File: config.mk
export PLATFORM = sky130hd
export DESIGN_NAME = simd_lane_adder
export DESIGN_NICKNAME = d
export VERILOG_FILES = /design/src/rtl/simd_pkg.sv /design/src/rtl/add_slice.sv /design/src/rtl/cin_select.sv /design/src/rtl/lane_ctrl.sv /design/src/rtl/simd_lane_adder.sv
export SDC_FILE = /design/constraint.sdc
export NUM_CORES = 1
export LEC_CHECK = 0
export BUFFER_PORTS_ARGS = -buffer_cell sky130_fd_sc_hd__buf_4
export CORE_MARGIN = 2
export CORE_UTILIZATION = 45
export DETAILED_ROUTE_END_ITERATION = 6
export PLACE_DENSITY = 0.74
export SETUP_SLACK_MARGIN = 0.4
export SYNTH_ARGS = -nofsm -noshare
export SYNTH_HDL_FRONTEND = slang
export SYNTH_HIERARCHICAL = 1
export SYNTH_SLANG_ARGS = --single-unit
File: constraint.sdc
create_clock -name clk -period 11.6 [get_ports clk]
set_input_delay 0 -clock clk [delete_from_list [all_inputs] [get_ports clk]]
set_output_delay 0 -clock clk [all_outputs]
set_load 0.02 [all_outputs]
File: src/rtl/simd_pkg.sv
package simd_pkg;
  typedef enum logic [1:0] {
    LM_ONE48  = 2'd0,
    LM_TWO24  = 2'd1,
    LM_FOUR12 = 2'd2,
    LM_ALT48  = 2'd3
  } lane_mode_e;

  typedef enum logic [1:0] {
    CS_ZERO = 2'd0,
    CS_EXT  = 2'd1,
    CS_ONE  = 2'd2,
    CS_FBK  = 2'd3
  } cin_src_e;
endpackage

File: src/rtl/add_slice.sv
module add_slice #(
  parameter int W = 12
) (
  input  logic [W-1:0] z_in,
  input  logic [W-1:0] x_in,
  input  logic         ci,
  output logic [W-1:0] sum,
  output logic         co
);
  logic [W:0] wide;

  always_comb begin
    wide = {1'b0, z_in} + {1'b0, x_in} + {{W{1'b0}}, ci};
  end

  assign sum = wide[W-1:0];
  assign co  = wide[W];
endmodule

File: src/rtl/cin_select.sv
module cin_select
  import simd_pkg::*;
(
  input  logic [1:0] src,
  input  logic       ext_bit,
  input  logic       fbk_bit,
  output logic       cin
);
  always_comb begin
    unique case (cin_src_e'(src))
      CS_ZERO: cin = 1'b0;
      CS_EXT:  cin = ext_bit;
      CS_ONE:  cin = 1'b1;
      default: cin = fbk_bit;
    endcase
  end
endmodule

File: src/rtl/lane_ctrl.sv
module lane_ctrl
  import simd_pkg::*;
#(
  parameter int NSLICE = 4
) (
  input  logic [1:0]        mode,
  input  logic              sub,
  input  logic              cin0,
  output logic [NSLICE-1:0] cut,
  output logic [NSLICE-1:0] lane_ci,
  output logic [NSLICE-1:0] lane_top
);
  localparam int HALF = NSLICE / 2;

  logic is_four;
  logic is_two;

  assign is_four = (lane_mode_e'(mode) == LM_FOUR12);
  assign is_two  = (lane_mode_e'(mode) == LM_TWO24);

  for (genvar i = 0; i < NSLICE; i++) begin : g_slice
    localparam bit AT_HALF = ((i % HALF) == 0);

    if (i == 0) begin : g_low
      assign cut[i]     = 1'b1;
      assign lane_ci[i] = sub | cin0;
    end else begin : g_up
      assign cut[i]     = is_four | (is_two & AT_HALF);
      assign lane_ci[i] = sub;
    end

    if (i == NSLICE - 1) begin : g_msb
      assign lane_top[i] = 1'b1;
    end else begin : g_mid
      assign lane_top[i] = cut[i+1];
    end
  end
endmodule

File: src/rtl/simd_lane_adder.sv
module simd_lane_adder
  import simd_pkg::*;
#(
  parameter int SLICE_W = 12,
  parameter int NSLICE  = 4,
  parameter int AW      = 30
) (
  input  logic                        clk,
  input  logic                        rst,
  input  logic                        ce,
  input  logic [1:0]                  lane_mode,
  input  logic                        sub,
  input  logic [1:0]                  cin_src,
  input  logic                        cin_ext,
  input  logic [AW-1:0]               opa_hi,
  input  logic [SLICE_W*NSLICE-AW-1:0] opb_lo,
  input  logic [SLICE_W*NSLICE-1:0]   opc,
  output logic [SLICE_W*NSLICE-1:0]   result,
  output logic [NSLICE-1:0]           cout
);
  localparam int DW = SLICE_W * NSLICE;

  logic [DW-1:0]     x_word;
  logic [DW-1:0]     x_eff;
  logic [DW-1:0]     sum_d;
  logic              cin0;
  logic [NSLICE-1:0] cut;
  logic [NSLICE-1:0] lane_ci;
  logic [NSLICE-1:0] lane_top;
  logic [NSLICE-1:0] slice_ci;
  logic [NSLICE-1:0] slice_co;

  assign x_word = {opa_hi, opb_lo};
  assign x_eff  = sub ? ~x_word : x_word;

  cin_select u_cin (
    .src     (cin_src),
    .ext_bit (cin_ext),
    .fbk_bit (cout[NSLICE-1]),
    .cin     (cin0)
  );

  lane_ctrl #(.NSLICE(NSLICE)) u_ctrl (
    .mode     (lane_mode),
    .sub      (sub),
    .cin0     (cin0),
    .cut      (cut),
    .lane_ci  (lane_ci),
    .lane_top (lane_top)
  );

  for (genvar i = 0; i < NSLICE; i++) begin : g_chain
    if (i == 0) begin : g_first
      assign slice_ci[i] = lane_ci[i];
    end else begin : g_next
      assign slice_ci[i] = cut[i] ? lane_ci[i] : slice_co[i-1];
    end

    add_slice #(.W(SLICE_W)) u_slice (
      .z_in (opc[i*SLICE_W +: SLICE_W]),
      .x_in (x_eff[i*SLICE_W +: SLICE_W]),
      .ci   (slice_ci[i]),
      .sum  (sum_d[i*SLICE_W +: SLICE_W]),
      .co   (slice_co[i])
    );
  end

  always_ff @(posedge clk) begin
    if (rst) begin
      result <= '0;
      cout   <= '0;
    end else if (ce) begin
      result <= sum_d;
      cout   <= slice_co & lane_top;
    end
  end
endmodule

==> results of run 1 <==
## sequential cells by signal, indices dropped and copies added (netlist names)
signal	flops
result	48
cout	4
## area by class of cell
cell class                      instances  area (um^2)
Inverter                               11         41.3
Tap cell                              140          175
Clock inverter                          1         30.0
Clock buffer                            7         96.3
Fill cell                             994         4630
Timing Repair Buffer                  157         1180
Sequential cell                        52         1040
Multi-Input combinational cell        477         3690
## power by group
part | total, mW | leakage (nW) | internal, mW | switching [mW]
registers | 0.221 | 0.429 | 0.205 | 0.0156
clock network | 0.145 | 0.0645 | 0.0763 | 0.0688
logic | 0.399 | 2.55 | 0.184 | 0.214
## final timing paths
path	start	endpoint	slack [ns]	cells past startpoint
hold / removal	opc[13]	result[13]	0.09	4
hold reg to reg	cout[1]	cout[1]	0.49	2
setup reg to reg	cout[3]	cout[3]	2.27	32
setup / recovery	cout[3]	cout[3]	2.27	32
## per-stage QoR
stage	power [mW]	utilization (%)
after floorplan	0.499	-
after global placement	0.608	56.3
after detailed placement	0.619	56.3
after CTS	0.769	57.5
after global routing	0.818	57.5
final	0.764	57.5
## routing by layer
metal	track usage (%)	vias to the layer above	part of all wire (%)
met1	27.3	2209	43
met3	3.32	27	5.6
met5	0	-	0
met2	39.7	169	49
met4	9.13	0	2.4
li1	-	2336	-
## cells in the final DEF (no fill, tap or decap), drive strengths merged, types with 4 or more instances in the layout
master   instances
a2111o           4
a2111oi          8
a211oi           4
a21boi           4
a21o            23
a21oi           34
a311oi           4
a31o             8
a31oi            5
and2             5
and3             5
and4             7
buf            157
clkbuf           7
dfxtp           52
fa               8
ha              45
inv             11
mux2i           51
nand2           12
nand2b          20
nand3           21
nor2            67
nor2b            4
nor3b            4
o2111ai          4
o211ai           5
o21ai           12
o21bai           4
o311ai           7
or2              5
or4              9
xnor2           21
xor2            55
## tightest hold or removal path, stage by stage
cell	delay, ns
buf_4	0.10
fa_1	0.15
mux2i_1	0.06
nor2_1	0.08
==> impl_metrics.tcl, run 1 <==
set metrics [dict create \
    pin_count 157 \
    crit_path_end_kind "flop" \
    dr_total_vias 4741 \
    cts.clk_slew.worst_paths_ns 0.10 \
    ant_nets 0 \
    syn_inst 578 \
    layout-drive-gt1-share_pct 26.4 \
    layout.nets 862 \
    slew_violations 0 \
    initial_utilization_pct 46.4 \
    htreeDepth 2 \
    cts_buffers 5 \
    cpMaxStageDelayCell "fa_1" \
    clock_path_buffers 2 \
    setup-violations-final 0 \
    coreArea_um2 10900 \
    dpl_cell_area_um2 6130 \
    slowest_delay_ns 0.45 \
    drt_iter0_drc 252 \
    grt_pass1_wl_mm 21.6 \
    power.density_nw_per_um2 122 \
    hpwlAfterDp_mm 10.4 \
    grt_max_degree 57 \
    cts_resized 0 \
    post-route-drc-count 0 \
    synth.cell_area_um2 5050 \
    fp.dieW_um 110 \
    leakage_nw 3.05 \
    fmax_mhz 107 \
    cts_hold_buffers 0 \
    dieArea_um2 12100 \
    final_hold_viol_count 0 \
    cts-root-buf "clkbuf_8" \
    grt_antenna_before_repair 0 \
    first_global_vias 4737 \
    preCtsSetupSlack_ns 2.38 \
    detail_route.wl_per_cell_um 16.1 \
    crit_family "compound AO/OA/AOI/OAI gates" \
    area_delta_synth_final_pct 23.8 \
    crit_path_start_kind "flop" \
    port_buffers 156 \
    crit_fanout 3 \
    antennaDiodeCount 0 \
    cp_num_buf_inv 1 \
    dpl.cell_count 837 \
    critPathMostFrequentCell "fa_1" \
    grt_use_total_pct 22.6 \
    peakVddDrop_v 0.0000706 \
    clock_skew_ns 0.0105 \
    syn-num-nets 736 \
    post-route-period-util_pct 80.4 \
    wirelength_mm 13.6 \
    min_path_type "in -> reg" \
    gp_congestion 0.913 \
    insertion_delay_ns 0.33 \
    finalNonFillerCells 845 \
    fin_crit_ns 9.33 \
    fin_setup_tns_ns 0 \
    cp_data_arrival_time_ns 9.53 \
    worst_hold_slack_ns 0.0882 \
    rsz0062_at_grt "no" \
    cts_tree "yes" \
    relSlewSlack_pct 38.9 \
    die_y_um 110 \
    status "completed" \
    viasPerCell 5.61 \
    post-cts-setup-buffer-count 0 \
    avgSynthCellArea_um2 8.74 \
    stdcell_area_um2 6260 \
    crit_required_ns 11.80 \
    maxCapViolCount 0 \
    first_pass_iters 5 \
    tightest_slew_ns 0.916 \
    cts_sinks 52 \
    yosysWarnings 6 \
    overflow 0 \
    fp-row-count 38 \
    worst_slack_ns 2.27 \
    critPathKind "reg -> reg" \
]
Power figures use the tool's default switching activity.
==> run 2, diff against run 1 <==
--- a/config.mk
+++ b/config.mk
@@ -5,11 +5,12 @@
 export SDC_FILE = /design/constraint.sdc
 export NUM_CORES = 1
 export LEC_CHECK = 0
+export ABC_AREA = 1
 export BUFFER_PORTS_ARGS = -buffer_cell sky130_fd_sc_hd__buf_4
 export CORE_MARGIN = 2
 export CORE_UTILIZATION = 45
 export DETAILED_ROUTE_END_ITERATION = 6
-export PLACE_DENSITY = 0.74
+export PLACE_DENSITY = 0.73
 export SETUP_SLACK_MARGIN = 0.4
 export SYNTH_ARGS = -nofsm -noshare
 export SYNTH_HDL_FRONTEND = slang
==> constraint.sdc (replaced) <==
create_clock -name clk -period 9.6 [get_ports clk]
set_input_delay 0 -clock clk [delete_from_list [all_inputs] [get_ports clk]]
set_output_delay 0 -clock clk [all_outputs]
set_load 0.02 [all_outputs]
==> impl_metrics.tcl, run 2 <==
set metrics [dict create \
    ant_nets 0 \
    cpMaxStageDelayCell "buf_4" \
    largest_register_ffs 48 \
    final_cell_mix "nand2_1 (203), buf_4 (157), nor2_1 (126)" \
    peakVddDrop_v 0.0000806 \
    post-route-drc-count 0 \
    first_global_vias 4805 \
    drt_iter0_drc 215 \
    crit_required_ns 9.79 \
    regToRegSetupSlack_ns 2.63 \
    avgSynthCellArea_um2 6.49 \
    wl_met1_mm 6.17 \
    maxCapViolCount 0 \
    power.density_nw_per_um2 135 \
    overflow 0 \
    gp_congestion 0.847 \
    pin_count 157 \
    first_pass_iters 4 \
    area_delta_synth_final_pct 24.3 \
    insertion_delay_ns 0.29 \
    cts_tree "yes" \
    crit_fanout 52 \
    min_path_type "in -> reg" \
    die_y_um 111 \
    initial_utilization_pct 45.7 \
    crit_path_start_kind "input pin" \
    synth.cell_area_um2 5180 \
    cts_resized 0 \
    critPathMostFrequentCell "nand2_1" \
    finalPower_mw 0.870 \
    fillers 1195 \
    fp-row-count 39 \
    rsz0062_at_grt "no" \
    port_buffers 156 \
    grt_max_degree 54 \
    fin_setup_tns_ns 0 \
    met3_wirelength_um 597 \
    fp.dieW_um 111 \
    slew_violations 0 \
    yosysWarnings 6 \
    antennaDiodeCount 0 \
    critPathKind "in -> reg" \
    grt_antenna_before_repair 0 \
    final_common_cell "nand2_1" \
    regMostFlops "result" \
    cp_data_arrival_time_ns 7.18 \
    grt_pass1_wl_mm 21.9 \
    htreeDepth 2 \
    viasPerCell 4.79 \
    fmax_mhz 143 \
    slowest_delay_ns 0.64 \
    leakage_nw 3.60 \
    dieArea_um2 12400 \
    dr_total_vias 5144 \
    layout.nets 1090 \
    seqCellArea_um2 1040 \
    wirelength_mm 12.8 \
    layout-drive-gt1-share_pct 21.5 \
    cts_sinks 52 \
    cts_hold_buffers 0 \
    cts.clk_slew.worst_paths_ns 0.07 \
    clock_skew_ns 0.00777 \
    coreArea_um2 11300 \
    hpwlAfterDp_mm 9.75 \
    cts-root-buf "clkbuf_16" \
    tightest_slew_ns 0.976 \
    grt_use_total_pct 20.8 \
    fin_crit_ns 6.99 \
    relSlewSlack_pct 34.8 \
    worst_hold_slack_ns 0.107 \
    detail_route.wl_per_cell_um 12.0 \
    cts_buffers 5 \
    syn-num-nets 956 \
    final_hold_viol_count 0 \
    clock_path_buffers 2 \
    post-cts-setup-buffer-count 0 \
    post-route-period-util_pct 72.8 \
    syn_inst 798 \
    setup-violations-final 0 \
    multi_input_area_um2 3530 \
    top_layer_used "met4" \
    crit_path_end_kind "flop" \
    top_regs "result (48), cout (4)" \
    status "completed" \
    wl_met2_mm 6.02 \
]
[run 2: metrics by stage]
stage               std cells  setup slack [ns]  util, %  cell area, um^2
floorplan                 798              3.13        -             5180
global route             1075              1.96     56.8             6430
finish                   1075              2.61     56.8             6430
global placement         1068              2.42     55.5             6280
detailed placement       1068              2.27     55.5             6280
CTS                      1075              2.57     56.8             6430
[run 2: routing by layer]
layer | up-vias | global-route usage [%]
met2 | 119 | 35.9
met1 | 2258 | 27.9
met4 | 0 | 2.88
met3 | 6 | 3.55
li1 | 2761 | -
met5 | - | 0
[run 2: worst paths after layout]
| kind | end | cells after the start | start |
|---|---|---|---|
| min reg2reg | result[0] | 2 | result[0] |
| max | cout[3] | 42 | sub |
| min | result[0] | 4 | opc[0] |
| max reg2reg | cout[3] | 46 | cout[3] |
[run 2: power breakdown]
part           total, mW  switching [mW]  internal, mW
sequential         0.255          0.0145         0.241
clock              0.186          0.0830         0.103
combinational      0.428           0.250         0.179
total              0.870           0.347         0.523
[run 2: area by class of cell]
cell class / instances / area share [%]
inverter: 95 / 5.54
tap: 143 / 2.78
clock buffer: 6 / 2.16
clock inverter: 1 / 0.136
multi-input combinational: 621 / 54.9
timing repair buffer: 157 / 18.3
sequential: 52 / 16.2
[run 2: worst max-delay path, delay by kind of cell]
kind | cells | cell delay, ns
xor+xnor | 1 | 0.19
simple gates | 25 | 2.17
buf+inv | 4 | 0.80
fa+ha+maj | 8 | 3.60
compound gates | 4 | 0.40
==> run 3, diff against run 2 <==
--- a/config.mk
+++ b/config.mk
@@ -10,7 +10,7 @@
 export CORE_MARGIN = 2
 export CORE_UTILIZATION = 45
 export DETAILED_ROUTE_END_ITERATION = 6
-export PLACE_DENSITY = 0.73
+export PLACE_DENSITY = 0.76
 export SETUP_SLACK_MARGIN = 0.4
 export SYNTH_ARGS = -nofsm -noshare
 export SYNTH_HDL_FRONTEND = slang
==> constraint.sdc (replaced) <==
create_clock -name clk -period 5.7 [get_ports clk]
set_input_delay 0 -clock clk [delete_from_list [all_inputs] [get_ports clk]]
set_output_delay 0 -clock clk [all_outputs]
set_load 0.02 [all_outputs]
==> impl_metrics.tcl, run 3 (synthesis gave the netlist of run 2 again) <==
set metrics [dict create \
    status "finished with violations" \
    violations "setup timing" \
    cts_sinks 52 \
    cp_data_arrival_time_ns 6.46 \
    relSlewSlack_pct 29.8 \
    crit_family "buffers and inverters" \
    post-route-period-util_pct 110 \
    top_regs "result (48), cout (4)" \
    seqCellArea_um2 1040 \
    drt_iter0_drc 259 \
    slowest_delay_ns 0.36 \
    layout.nets 1191 \
    final_common_cell "buf_4" \
    final_hold_viol_count 0 \
    min_path_type "in -> reg" \
    port_buffers 156 \
    hpwlAfterDp_mm 10.9 \
    fmax_mhz 159 \
    regToRegSetupSlack_ns -0.58 \
    slew_violations 0 \
    fp-row-count 39 \
    coreArea_um2 11300 \
    crit_fanout 2 \
    viasPerCell 4.94 \
    insertion_delay_ns 0.29 \
    initial_utilization_pct 45.7 \
    clock_skew_ns 0.00475 \
    crit_path_start_kind "flop" \
    crit_path_end_kind "flop" \
    cts-root-buf "clkbuf_16" \
    antennaDiodeCount 0 \
    cp_num_buf_inv 36 \
    dr_total_vias 5813 \
    multi_input_area_um2 3630 \
    die_y_um 111 \
    detail_route.wl_per_cell_um 13.6 \
    cpMaxStageDelayCell "fa_2" \
    layout-drive-gt1-share_pct 31.9 \
    regMostFlops "result" \
    setup-violations-final 15 \
    rsz0062_at_grt "yes" \
    fin_setup_tns_ns -5.83 \
    area_delta_synth_final_pct 41.6 \
    wirelength_mm 16.0 \
    leakage_nw 4.10 \
    peakVddDrop_v 0.000152 \
    cts_tree "yes" \
    cts.clk_slew.worst_paths_ns 0.07 \
    maxCapViolCount 0 \
    clock_path_buffers 2 \
    grt_max_degree 54 \
    worst_slack_ns -0.581 \
    gp_congestion 0.870 \
    stdcell_area_um2 7330 \
    critPathMostFrequentCell "buf_4" \
    finalPower_mw 1.71 \
    largest_register_ffs 48 \
    pin_count 157 \
    first_global_vias 5531 \
    grt_antenna_before_repair 0 \
    grt_pass1_wl_mm 25.3 \
    fp.dieW_um 111 \
    first_pass_iters 5 \
    cts_buffers 5 \
    fin_crit_ns 6.28 \
    post-route-drc-count 0 \
    ant_nets 0 \
    final_util_pct 64.8 \
    cts_hold_buffers 0 \
    fillers 1027 \
    preCtsSetupSlack_ns -0.346 \
    dpl_cell_area_um2 6490 \
    tightest_slew_ns 1.05 \
    critPathKind "reg -> reg" \
    grt_use_total_pct 24.5 \
    overflow 0 \
    crit_required_ns 5.88 \
    htreeDepth 2 \
    final_cell_mix "buf_4 (249), nand2_1 (197), nor2_1 (126)" \
    dieArea_um2 12400 \
    power.density_nw_per_um2 234 \
]
-- run 3: area by class of cell --
class	instances	share of cell area [%]
inverter	95	4.86
timing repair buffer	258	26.9
tap	143	2.44
multi-input combinational	621	49.6
clock buffer	8	2.00
sequential	52	14.2
-- run 3: routing by layer --
layer	routed length [um]	vias to the layer above	part of all wire (%)	track usage, %
li1	-	2959	-	-
met1	7000	2602	44	32.3
met2	7700	223	48	41.7
met3	966	29	6.1	3.94
met4	291	0	1.8	6.50
met5	0	-	0	0
-- run 3: per-stage QoR --
stage               std cells  hold slack (ns)
finish                   1177            0.137
detailed placement       1088            0.430
global route             1177            0.149
global placement         1088            0.433
CTS                      1170            0.138
floorplan                 798            0.167
-- run 3: worst paths after layout --
| kind | startpoint | end | depth (start not counted) |
|---|---|---|---|
| setup reg to reg | cout[3] | cout[0] | 50 |
| hold / removal | opc[12] | result[12] | 4 |
| setup / recovery | cout[3] | cout[0] | 50 |
| hold reg to reg | result[42] | result[42] | 2 |
-- run 3: where the power goes --
part | total (mW) | internal, mW | switching [mW] | leakage, nW
combinational | 0.967 | 0.462 | 0.505 | 3.60
clock | 0.320 | 0.176 | 0.144 | 0.0712
sequential | 0.428 | 0.406 | 0.0227 | 0.433
-- run 3: timing repair --
item / 4_1_cts / 5_1_grt
endpoints found under the setup margin: 13 / 17
pin swaps: 9 / 13
buffers inserted: 74 / 7
hold endpoints to repair: 0 / 0
resized for setup: 2 / 21
-- run 3: tightest hold or removal path, stage by stage --
cell	delay, ns
buf_4	0.09
fa_2	0.19
nor2_1	0.04
nor2_1	0.08
